[src/rtl/dmg_pkg.sv]
package dmg_pkg;
    localparam int DATA_W   = 32;
    localparam int MIN_CODE = 4;
    localparam logic [DATA_W-1:0] KEY_OPEN = 32'h0000_96A5;
    localparam logic [DATA_W-1:0] KEY_SHUT = 32'h0000_96A4;

    typedef enum logic [1:0] {
        ACT_DROP   = 2'd0,
        ACT_BUSERR = 2'd1,
        ACT_NMI    = 2'd2,
        ACT_RESET  = 2'd3
    } act_e;

    // per-master permission of one region
    typedef struct packed {
        logic en;
        logic rd_off;
        logic wr_off;
    } perm_t;

    // per-master control: action and background permissions
    typedef struct packed {
        act_e act;
        logic bg_rd_off;
        logic bg_wr_off;
    } mctl_t;
endpackage

[src/rtl/dmg_region_match.sv]
module dmg_region_match
    import dmg_pkg::*;
#(
    parameter int ADDR_W = 32
) (
    input  logic [ADDR_W-1:0] addr,
    input  logic [ADDR_W-1:0] base,
    input  logic [4:0]        code,
    input  perm_t             perm,
    output logic              hit,
    output logic              rd_off,
    output logic              wr_off
);
    logic [4:0]        eff_code;
    logic [ADDR_W-1:0] keep;

    always_comb begin
        eff_code = (code < 5'(MIN_CODE)) ? 5'(MIN_CODE) : code;
        // bit i takes part in the compare only above the region span
        for (int i = 0; i < ADDR_W; i++) begin
            keep[i] = (i > int'(eff_code));
        end
        hit    = perm.en && (((addr ^ base) & keep) == '0);
        rd_off = perm.rd_off;
        wr_off = perm.wr_off;
    end
endmodule

[src/rtl/dmg_master_check.sv]
module dmg_master_check
    import dmg_pkg::*;
#(
    parameter int NUM_REGIONS = 16,
    parameter int ADDR_W      = 32
) (
    input  logic                                 clk,
    input  logic                                 rst_n,
    input  logic                                 valid,
    input  logic                                 write,
    input  logic [ADDR_W-1:0]                    addr,
    input  logic [NUM_REGIONS-1:0][ADDR_W-1:0]   base,
    input  logic [NUM_REGIONS-1:0][4:0]          code,
    input  perm_t [NUM_REGIONS-1:0]              perm,
    input  mctl_t                                ctl,
    output logic                                 grant,
    output logic                                 block
);
    logic [NUM_REGIONS-1:0] hit;
    logic [NUM_REGIONS-1:0] rd_off;
    logic [NUM_REGIONS-1:0] wr_off;
    logic                   any_hit;
    logic                   hit_deny;
    logic                   bg_deny;
    logic                   viol;

    for (genvar r = 0; r < NUM_REGIONS; r++) begin : g_region
        dmg_region_match #(.ADDR_W(ADDR_W)) u_match (
            .addr   (addr),
            .base   (base[r]),
            .code   (code[r]),
            .perm   (perm[r]),
            .hit    (hit[r]),
            .rd_off (rd_off[r]),
            .wr_off (wr_off[r])
        );
    end

    always_comb begin
        any_hit  = |hit;
        hit_deny = write ? |(hit & wr_off) : |(hit & rd_off);
        bg_deny  = write ? ctl.bg_wr_off : ctl.bg_rd_off;
        viol     = any_hit ? hit_deny : bg_deny;
        grant    = valid & ~viol;
        block    = valid & viol;
    end

    // a read that hits nothing follows the background read bit
    a_r5_background_read: assert property (@(posedge clk) disable iff (!rst_n)
        (valid && !write && (hit == '0) && ctl.bg_rd_off) |-> block);

    // one denying region wins over any number of permitting ones
    a_r6_any_deny_wins: assert property (@(posedge clk) disable iff (!rst_n)
        (valid && write && ((hit & wr_off) != '0)) |-> block);

    // a hit with no read-off bit set lets the read through
    a_r4_read_permitted: assert property (@(posedge clk) disable iff (!rst_n)
        (valid && !write && (hit != '0) && ((hit & rd_off) == '0)) |-> grant);
endmodule

[src/rtl/dmg_cfg_regs.sv]
module dmg_cfg_regs
    import dmg_pkg::*;
#(
    parameter int NUM_MASTERS = 2,
    parameter int NUM_REGIONS = 16,
    parameter int ADDR_W      = 32,
    parameter int IDX_W       = 4
) (
    input  logic                                          clk,
    input  logic                                          rst_n,
    input  logic                                          cfg_we,
    input  logic [IDX_W+1:0]                              cfg_addr,
    input  logic [DATA_W-1:0]                             cfg_wdata,
    output logic [DATA_W-1:0]                             cfg_rdata,
    input  logic [NUM_MASTERS-1:0]                        viol_set,
    output logic [NUM_REGIONS-1:0][ADDR_W-1:0]            base_o,
    output logic [NUM_REGIONS-1:0][4:0]                   code_o,
    output perm_t [NUM_MASTERS-1:0][NUM_REGIONS-1:0]      perm_o,
    output mctl_t [NUM_MASTERS-1:0]                       ctl_o
);
    localparam logic [1:0]       BK_MISC = 2'd0;
    localparam logic [1:0]       BK_BASE = 2'd2;
    localparam logic [1:0]       BK_ATTR = 2'd3;
    localparam logic [IDX_W-1:0] IX_KEY  = IDX_W'(0);
    localparam logic [IDX_W-1:0] IX_CTL  = IDX_W'(1);
    localparam logic [IDX_W-1:0] IX_FLAG = IDX_W'(2);
    localparam logic [IDX_W-1:0] IX_CLR  = IDX_W'(3);

    typedef struct packed {
        logic                                     open;
        logic [NUM_MASTERS-1:0]                   flag;
        mctl_t [NUM_MASTERS-1:0]                  ctl;
        logic [NUM_REGIONS-1:0][ADDR_W-1:0]       base;
        logic [NUM_REGIONS-1:0][4:0]              code;
        perm_t [NUM_MASTERS-1:0][NUM_REGIONS-1:0] perm;
    } cfg_t;

    cfg_t             cfg_d, cfg_q;
    logic [1:0]       bank;
    logic [IDX_W-1:0] idx;
    logic             idx_ok;

    assign {bank, idx} = cfg_addr;
    assign idx_ok      = (int'(idx) < NUM_REGIONS);

    always_comb begin
        cfg_d = cfg_q;
        if (cfg_we) begin
            case (bank)
                BK_MISC: begin
                    if (idx == IX_KEY) begin
                        if (cfg_wdata == KEY_OPEN)      cfg_d.open = 1'b1;
                        else if (cfg_wdata == KEY_SHUT) cfg_d.open = 1'b0;
                    end else if (idx == IX_CTL && cfg_q.open) begin
                        for (int m = 0; m < NUM_MASTERS; m++) begin
                            cfg_d.ctl[m].act       = act_e'(cfg_wdata[8*m +: 2]);
                            cfg_d.ctl[m].bg_rd_off = cfg_wdata[8*m + 2];
                            cfg_d.ctl[m].bg_wr_off = cfg_wdata[8*m + 3];
                        end
                    end else if (idx == IX_CLR) begin
                        cfg_d.flag = cfg_q.flag & ~cfg_wdata[NUM_MASTERS-1:0];
                    end
                end
                BK_BASE: begin
                    if (cfg_q.open && idx_ok) cfg_d.base[idx] = cfg_wdata[ADDR_W-1:0];
                end
                BK_ATTR: begin
                    if (cfg_q.open && idx_ok) begin
                        cfg_d.code[idx] = cfg_wdata[4:0];
                        for (int m = 0; m < NUM_MASTERS; m++) begin
                            cfg_d.perm[m][idx].en     = cfg_wdata[8 + 4*m];
                            cfg_d.perm[m][idx].rd_off = cfg_wdata[9 + 4*m];
                            cfg_d.perm[m][idx].wr_off = cfg_wdata[10 + 4*m];
                        end
                    end
                end
                default: ;
            endcase
        end
        // a fresh violation outranks a clear in the same cycle
        cfg_d.flag = cfg_d.flag | viol_set;
    end

    always_ff @(posedge clk or negedge rst_n) begin
        if (!rst_n) cfg_q <= '0;
        else        cfg_q <= cfg_d;
    end

    always_comb begin
        cfg_rdata = '0;
        case (bank)
            BK_MISC: begin
                if (idx == IX_KEY) begin
                    cfg_rdata[0] = cfg_q.open;
                end else if (idx == IX_CTL) begin
                    for (int m = 0; m < NUM_MASTERS; m++) begin
                        cfg_rdata[8*m +: 2] = cfg_q.ctl[m].act;
                        cfg_rdata[8*m + 2]  = cfg_q.ctl[m].bg_rd_off;
                        cfg_rdata[8*m + 3]  = cfg_q.ctl[m].bg_wr_off;
                    end
                end else if (idx == IX_FLAG) begin
                    cfg_rdata[NUM_MASTERS-1:0] = cfg_q.flag;
                end
            end
            BK_BASE: begin
                if (idx_ok) cfg_rdata[ADDR_W-1:0] = cfg_q.base[idx];
            end
            BK_ATTR: begin
                if (idx_ok) begin
                    cfg_rdata[4:0] = cfg_q.code[idx];
                    for (int m = 0; m < NUM_MASTERS; m++) begin
                        cfg_rdata[8 + 4*m]  = cfg_q.perm[m][idx].en;
                        cfg_rdata[9 + 4*m]  = cfg_q.perm[m][idx].rd_off;
                        cfg_rdata[10 + 4*m] = cfg_q.perm[m][idx].wr_off;
                    end
                end
            end
            default: ;
        endcase
    end

    assign base_o = cfg_q.base;
    assign code_o = cfg_q.code;
    assign perm_o = cfg_q.perm;
    assign ctl_o  = cfg_q.ctl;

    // region table frozen while locked
    a_r1_locked_table: assert property (@(posedge clk) disable iff (!rst_n)
        (!cfg_q.open && cfg_we && bank != BK_MISC)
        |=> ($stable(cfg_q.base) && $stable(cfg_q.code) && $stable(cfg_q.perm)));

    // control register frozen while locked
    a_r1_locked_ctl: assert property (@(posedge clk) disable iff (!rst_n)
        (!cfg_q.open && cfg_we && bank == BK_MISC && idx == IX_CTL) |=> $stable(cfg_q.ctl));

    for (genvar m = 0; m < NUM_MASTERS; m++) begin : g_flag_chk
        // flag only drops on an explicit clear
        a_r9_flag_sticky: assert property (@(posedge clk) disable iff (!rst_n)
            (cfg_q.flag[m] && !(cfg_we && bank == BK_MISC && idx == IX_CLR && cfg_wdata[m]))
            |=> cfg_q.flag[m]);
        // every violation leaves the flag set
        a_r9_flag_set: assert property (@(posedge clk) disable iff (!rst_n)
            viol_set[m] |=> cfg_q.flag[m]);
    end
endmodule

[src/rtl/dma_region_guard.sv]
module dma_region_guard
    import dmg_pkg::*;
#(
    parameter  int NUM_MASTERS = 2,
    parameter  int NUM_REGIONS = 16,
    parameter  int ADDR_W      = 32,
    localparam int IDX_W       = (NUM_REGIONS > 4) ? $clog2(NUM_REGIONS) : 2,
    localparam int CFG_AW      = IDX_W + 2
) (
    input  logic                            clk,
    input  logic                            rst_n,
    input  logic [NUM_MASTERS-1:0]          m_valid,
    input  logic [NUM_MASTERS*ADDR_W-1:0]   m_addr,
    input  logic [NUM_MASTERS-1:0]          m_write,
    output logic [NUM_MASTERS-1:0]          m_grant,
    output logic [NUM_MASTERS-1:0]          m_block,
    input  logic                            cfg_we,
    input  logic [CFG_AW-1:0]               cfg_addr,
    input  logic [DATA_W-1:0]               cfg_wdata,
    output logic [DATA_W-1:0]               cfg_rdata,
    output logic [NUM_MASTERS-1:0]          err_bus,
    output logic                            err_nmi,
    output logic                            err_reset
);
    typedef struct packed {
        logic [NUM_MASTERS-1:0] bus;
        logic                   nmi;
        logic                   rst;
    } ev_t;

    logic [NUM_REGIONS-1:0][ADDR_W-1:0]       base;
    logic [NUM_REGIONS-1:0][4:0]              code;
    perm_t [NUM_MASTERS-1:0][NUM_REGIONS-1:0] perm;
    mctl_t [NUM_MASTERS-1:0]                  ctl;
    ev_t                                      ev_d, ev_q;

    dmg_cfg_regs #(
        .NUM_MASTERS (NUM_MASTERS),
        .NUM_REGIONS (NUM_REGIONS),
        .ADDR_W      (ADDR_W),
        .IDX_W       (IDX_W)
    ) u_cfg (
        .clk       (clk),
        .rst_n     (rst_n),
        .cfg_we    (cfg_we),
        .cfg_addr  (cfg_addr),
        .cfg_wdata (cfg_wdata),
        .cfg_rdata (cfg_rdata),
        .viol_set  (m_block),
        .base_o    (base),
        .code_o    (code),
        .perm_o    (perm),
        .ctl_o     (ctl)
    );

    for (genvar m = 0; m < NUM_MASTERS; m++) begin : g_master
        dmg_master_check #(
            .NUM_REGIONS (NUM_REGIONS),
            .ADDR_W      (ADDR_W)
        ) u_check (
            .clk   (clk),
            .rst_n (rst_n),
            .valid (m_valid[m]),
            .write (m_write[m]),
            .addr  (m_addr[m*ADDR_W +: ADDR_W]),
            .base  (base),
            .code  (code),
            .perm  (perm[m]),
            .ctl   (ctl[m]),
            .grant (m_grant[m]),
            .block (m_block[m])
        );

        // a bus-error pulse always follows a blocked access of this master
        a_r8_bus_cause: assert property (@(posedge clk) disable iff (!rst_n)
            err_bus[m] |-> $past(m_block[m]));
    end

    always_comb begin
        ev_d = '0;
        for (int m = 0; m < NUM_MASTERS; m++) begin
            if (m_block[m]) begin
                case (ctl[m].act)
                    ACT_BUSERR: ev_d.bus[m] = 1'b1;
                    ACT_NMI:    ev_d.nmi    = 1'b1;
                    ACT_RESET:  ev_d.rst    = 1'b1;
                    default:    ;
                endcase
            end
        end
    end

    always_ff @(posedge clk or negedge rst_n) begin
        if (!rst_n) ev_q <= '0;
        else        ev_q <= ev_d;
    end

    assign err_bus   = ev_q.bus;
    assign err_nmi   = ev_q.nmi;
    assign err_reset = ev_q.rst;

    // interrupt and reset pulses need a blocked access one cycle earlier
    a_r8_nmi_cause: assert property (@(posedge clk) disable iff (!rst_n)
        err_nmi |-> $past(m_block != '0));
    a_r8_reset_cause: assert property (@(posedge clk) disable iff (!rst_n)
        err_reset |-> $past(m_block != '0));
    // no decision without a request
    a_r7_idle_quiet: assert property (@(posedge clk) disable iff (!rst_n)
        ((m_grant | m_block) & ~m_valid) == '0);
endmodule

[config.mk]
export PLATFORM = sky130hd
export DESIGN_NAME = dma_region_guard
export DESIGN_NICKNAME = d
export VERILOG_FILES = /design/src/rtl/dmg_pkg.sv /design/src/rtl/dmg_region_match.sv /design/src/rtl/dmg_master_check.sv /design/src/rtl/dmg_cfg_regs.sv /design/src/rtl/dma_region_guard.sv
export SDC_FILE = /design/constraint.sdc
export NUM_CORES = 2
export LEC_CHECK = 0
export ABC_AREA = 0
export ABC_CLOCK_PERIOD_IN_PS = 6100
export CAP_MARGIN = 20
export CORE_UTILIZATION = 60
export CTS_CLUSTER_SIZE = 16
export DETAILED_ROUTE_END_ITERATION = 7
export GPL_TIMING_DRIVEN = 0
export PLACE_DENSITY_LB_ADDON = 0.05
export SLEW_MARGIN = 10
export SYNTH_ARGS = -nofsm -noshare
export SYNTH_HDL_FRONTEND = slang
export SYNTH_SLANG_ARGS = --single-unit
[constraint.sdc]
create_clock -name clk -period 6.1 [get_ports clk]
set_input_delay 1.525 -clock clk [delete_from_list [all_inputs] [get_ports clk]]
set_output_delay 1.525 -clock clk [all_outputs]
set_load 0.01 [all_outputs]
==> results by group, run 1 <==
Status
  • Status: stopped before the end
  • Stage reached: global routing
  • First Err: [ERROR GRT-0116] Global routing finished with congestion. Check the congestion regions in the DRC Viewer.

Clock tree
  • CTS Hold Bufs: 0
  • Root Driver: clkbuf_16
  • H-Tree Depth: 3
  • Clock sinks: 703
  • Clk buf depth: 3
  • Num CTS Buffers: 80

Floorplan
  • Die width: 290.2 µm
  • Row count: 105
  • # IOs: 149
  • Die Span Y: 290.2 µm
  • Initial Util: 60.70%

Global route
  • Largest net degree at the start of global routing: 117
  • Gr usage total: 74.33%
  • Vias in the first global route: 49800
  • Gr ovfl total: 9
  • First-pass GRT wire length: 426400 µm

Synthesis
  • Seq/Total Area, Yosys: 35.29%
  • Synth warn: 0
  • Post-Synthesis Cells: 4583
  • Syn nets: 4692
  • Synthesized area: 49840 µm²
  • Average size of a mapped cell: 10.88 µm²
  • Synth top area cells: dfrtp_1 35%, mux2_2 15%, mux4_2 9.7%
  • Post-synthesis adder-cell area fraction: 0%
  • Library cells used by synthesis: 100
  • Largest family of logic cells by synthesized area: multiplexers
  • Post-Synth XOR/XNOR Area: 15.18%
  • FFs w/ async S/R, synth: 100.0%
  • Number of synthesized flops with an enable pin: 0
  • Compound-Gate Fraction of Synth Area: 12.25%
  • Post-synthesis simple-gate area fraction: 7.403%
  • Synth Flop Type: dfrtp_1
  • Multiplexer share of the synthesized area: 25.24%
  • Leading area contributor after synthesis: dfrtp_1
  • Synth Register Bits: 703
  • Post-synth top area share: 35.29%

Placement
  • Post-placement cell area: 52530 µm²
  • Port buffer count: 82
  • Dpl cells: 5763
  • Routability cong.: 1.273
  • Hpwl dp: 216500 µm
==> what timing repair did <==
action | CTS
resized for setup | 434
setup buffers | 49
gates cloned | 1
setup endpoints to repair | 36
endpoints found under the hold margin | 0
pin swaps | 24
==> kinds of logic after synthesis <==
family | count (synthesis)
simple gates | 704
compound gates | 909
flops | 703
xor+xnor | 864
mux | 903
buf+inv | 500
==> routing by layer <==
layer	global-route usage [%]	GRT overflow
met3	59.10	0
met1	76.00	0
met5	36.70	0
met4	70.02	2
met2	89.89	7
==> stage by stage <==
step	util, %	setup TNS, ns	setup WS (ns)
2_1_floorplan	-	0	0.7322
3_3_place_gp	63.33	-	-27.62
3_5_place_dp	63.97	-31.48	-1.570
4_1_cts	69.89	-0.06964	-0.06964
==> cell usage after synthesis, drive strengths merged, types with 23 or more instances <==
| cell type | instances |
|---|---|
| nor2b | 30 |
| nor3 | 76 |
| a21o | 32 |
| o21ai | 179 |
| a221oi | 24 |
| nor4 | 83 |
| a311oi | 23 |
| a22oi | 32 |
| and3 | 32 |
| nand3 | 60 |
| nand2 | 154 |
| a211oi | 53 |
| a2111oi | 46 |
| a31oi | 45 |
| nor2 | 127 |
| clkbuf | 199 |
| a21oi | 247 |
| xor2 | 321 |
| inv | 29 |
| o21a | 27 |
| xnor2 | 543 |
| nand4 | 37 |
| mux4 | 215 |
| buf | 272 |
| and2 | 26 |
| mux2 | 681 |
| dfrtp | 703 |
| or2 | 23 |
==> run 2: changes to the inputs <==
- CORE_UTILIZATION: 60 -> 40
- CTS_CLUSTER_SIZE: 16 -> default
- PLACE_DENSITY_LB_ADDON: 0.05 -> 0.15
==> results by group, run 2 <==
Status
  • Status: finished with violations
  • Violated checks: setup timing

Floorplan
  • Die area: 126000 µm²
  • Die width: 355.0 µm (+22%)
  • Initial Util: 40.31% (-20 points)
  • # IOs: 149 (unchanged)
  • Core area: 123600 µm²
  • Die Span Y: 355.0 µm (+22%)
  • Row count: 129 (+23%)

Worst setup path
  • Top delay family on crit path: buffers and inverters
  • WP data arrival: 4.66 ns
  • WP buf/inv: 5
  • Crit path cell chain: clkdlybuf4s50_1 > clkbuf_4 > buf_4 > buf_8 > mux4_2 > mux4_2 > nor2b_1 > clkdlybuf4s50_1
  • CP required: 4.58 ns
  • Crit Path Max Fanout: 10
  • Reg2reg path depth: 15
  • CP Launch Type: input pin
  • Slowest Stage Delay on Critical Path: 0.60 ns
  • Worst reg2reg endpoint: err_reset
  • Flop2flop setup slack: 2.16 ns
  • Critical path's slowest cell: mux4_2
  • CP Capture Type: output port
  • CP Launch Point: cfg_addr[1]
  • Critical path type: input pin to output port

Route
  • Via count: 47770
  • WL/cell: 51.48 µm
  • Final WL: 344300 µm
  • Avg Vias per Cell: 7.143
  • Initial DRC Count: 7046
  • # DRC: 0
  • DR pass1 iterations: 8
  • Routed Antenna Nets: 0

Timing
  • Fin. max-slew vios: 0
  • Max Fclk: 0.1618 GHz
  • Worst Skew: 0.06666 ns
  • Actual slew at the worst max-slew pin: 1.348 ns
  • Slew HR: 10.13%
  • Min cycle time layout: 6.181 ns
  • Final setup violation count: 16
  • Hold WS: 0.4482 ns
  • Setup TNS Final: -0.4376 ns
  • Final worst path period share: 101.3%
  • Unrepaired setup endpoints after global routing: true
  • Setup ws final: -0.08078 ns
  • Final hold viol count: 0

Synthesis
  • Library cells used by synthesis: 100 (unchanged)
  • Synth warn: 0 (unchanged)
  • Leading area contributor after synthesis: dfrtp_1
  • Seq/Total Area, Yosys: 35.29% (unchanged)
  • Synth top area cells: dfrtp_1 35%, mux2_2 15%, mux4_2 9.7%
  • Multiplexer share of the synthesized area: 25.24% (unchanged)
  • FFs w/ async S/R, synth: 100.0% (unchanged)
  • Number of synthesized flops with an enable pin: 0 (unchanged)
  • Synthesized area: 49840 µm² (unchanged)
  • Post-synthesis adder-cell area fraction: 0% (unchanged)
  • Post-synthesis simple-gate area fraction: 7.403% (unchanged)
  • Most common cell in the netlist: dfrtp_1
  • Post-synth top area share: 35.29% (unchanged)
  • Post-Synthesis Cells: 4583 (unchanged)
  • Largest family of logic cells by synthesized area: multiplexers
  • Average size of a mapped cell: 10.88 µm² (unchanged)
  • Synth Register Bits: 703 (unchanged)
  • Synth Flop Type: dfrtp_1
  • Syn nets: 4692 (unchanged)
  • Compound-Gate Fraction of Synth Area: 12.25% (unchanged)
  • Synth top cells by count: 703 x dfrtp_1, 681 x mux2_2, 543 x xnor2_1, 321 x xor2_1, 247 x a21oi_1
  • Post-Synth XOR/XNOR Area: 15.18% (unchanged)

Power
  • Peak VDD IR: 265.6 µV
  • Pwr Density: 199.1 nW/µm²
  • Total power: 12.18 mW
  • Static Leak: 26.72 nW

Cells and area
  • Area Growth Syn to Fin: 22.73%
  • Nets: 5069
  • Share of layout cells above drive strength 1: 34.09%
  • Most frequent cells in the layout: 702 x dfrtp_1, 681 x mux2_2, 531 x xnor2_1, 316 x xor2_1, 247 x a21oi_1
  • Final cell count without fillers: 6688
  • Commonest non-fill, non-tap cell in the layout: dfrtp_1
  • Filler Cell Count: 11580

Run
  • Max cap viols: 0

Worst hold path
  • Worst Hold Endpoint: err_bus[0]
  • Hold Crit Depth: 1
  • Hold Path Origin: u_cfg.ctl_o[3]
  • Tightest Hold Check Type: flop to flop

Clock tree
  • H-Tree Depth: 3 (unchanged)
  • CTS Hold Bufs: 0 (unchanged)
  • TritonCTS clock tree: built
  • Clk buf depth: 3 (unchanged)
  • Root Driver: clkbuf_16
  • Worst skew pair latency: 0.80 ns
  • Num CTS Buffers: 87 (+8.8%)
  • Reg clk slew, reported paths: 0.06 ns
  • Clock sinks: 703 (unchanged)

Placement
  • Port buffer count: 82 (unchanged)
  • Place WS: -1.927 ns (-0.3562 ns)
  • Routability cong.: 1.135 (-11%)
  • Hpwl dp: 254800 µm (+18%)
  • Dpl cells: 6347 (+10%)

Global route
  • Largest net degree at the start of global routing: 108
  • Initial antenna violation count: 37
  • Gr ovfl total: 0
  • Gr usage total: 53.99%
  • First-pass GRT wire length: 444800 µm
  • Vias in the first global route: 45090
==> run 2: report_power, final <==
group / leakage (nW) / switching, mW / internal [mW]
clock network: 1.44 / 2.43 / 3.14
logic: 15.6 / 1.29 / 0.649
registers: 9.69 / 0.000456 / 4.66
total: 26.7 / 3.72 / 8.45
==> run 2: per-stage QoR <==
stage	instance area [µm²]	util (%)
after floorplan	49840	-
after global placement	52710	42.63
after detailed placement	53580	43.34
after CTS	59890	48.44
after global routing	61130	49.45
final	61170	49.48
==> run 2: worst max path at each step <==
stage	endpoint	cells past startpoint
after floorplan	cfg_rdata[11]	7
after global placement	async pin	1
after detailed placement	m_block[1]	14
after CTS	m_block[1]	18
after global routing	m_grant[1]	14
final	cfg_rdata[15]	8
==> run 2: metal layers <==
layer  up-vias  share of wire (%)  GRT usage [%]
met5         -               0.11          1.019
met4        24                 12          51.22
met3      1396                 14          26.44
met2      4038                 39          72.92
met1     24600                 35          61.41
li1      17720                  -              -
==> run 2: final cells by class <==
type	instances	area, µm²	share of cell area [%]
clock buffer	126	2545	4.160
buffer	469	4204	6.872
inverter	29	108.9	0.1779
multi-input combinational	3380	30770	50.30
timing repair buffer	290	3427	5.602
sequential	703	17590	28.76
clock inverter	34	424.2	0.6934
tap	1637	2048	3.348
antenna	20	50.05	0.08181
==> run 2: timing repair <==
action / 4_1_cts / 5_1_grt
setup buffers: 94 / 59
setup endpoints to repair: 36 / 15
cloned: 7 / 1
pin swaps: 44 / 41
resized for setup: 590 / 138
==> run 2: kinds of logic after synthesis <==
group	after synthesis
compound gates	909
xor+xnor	864
buf+inv	500
flops	703
mux	903
simple gates	704
Note: power is estimated with default switching activity, not from simulation.
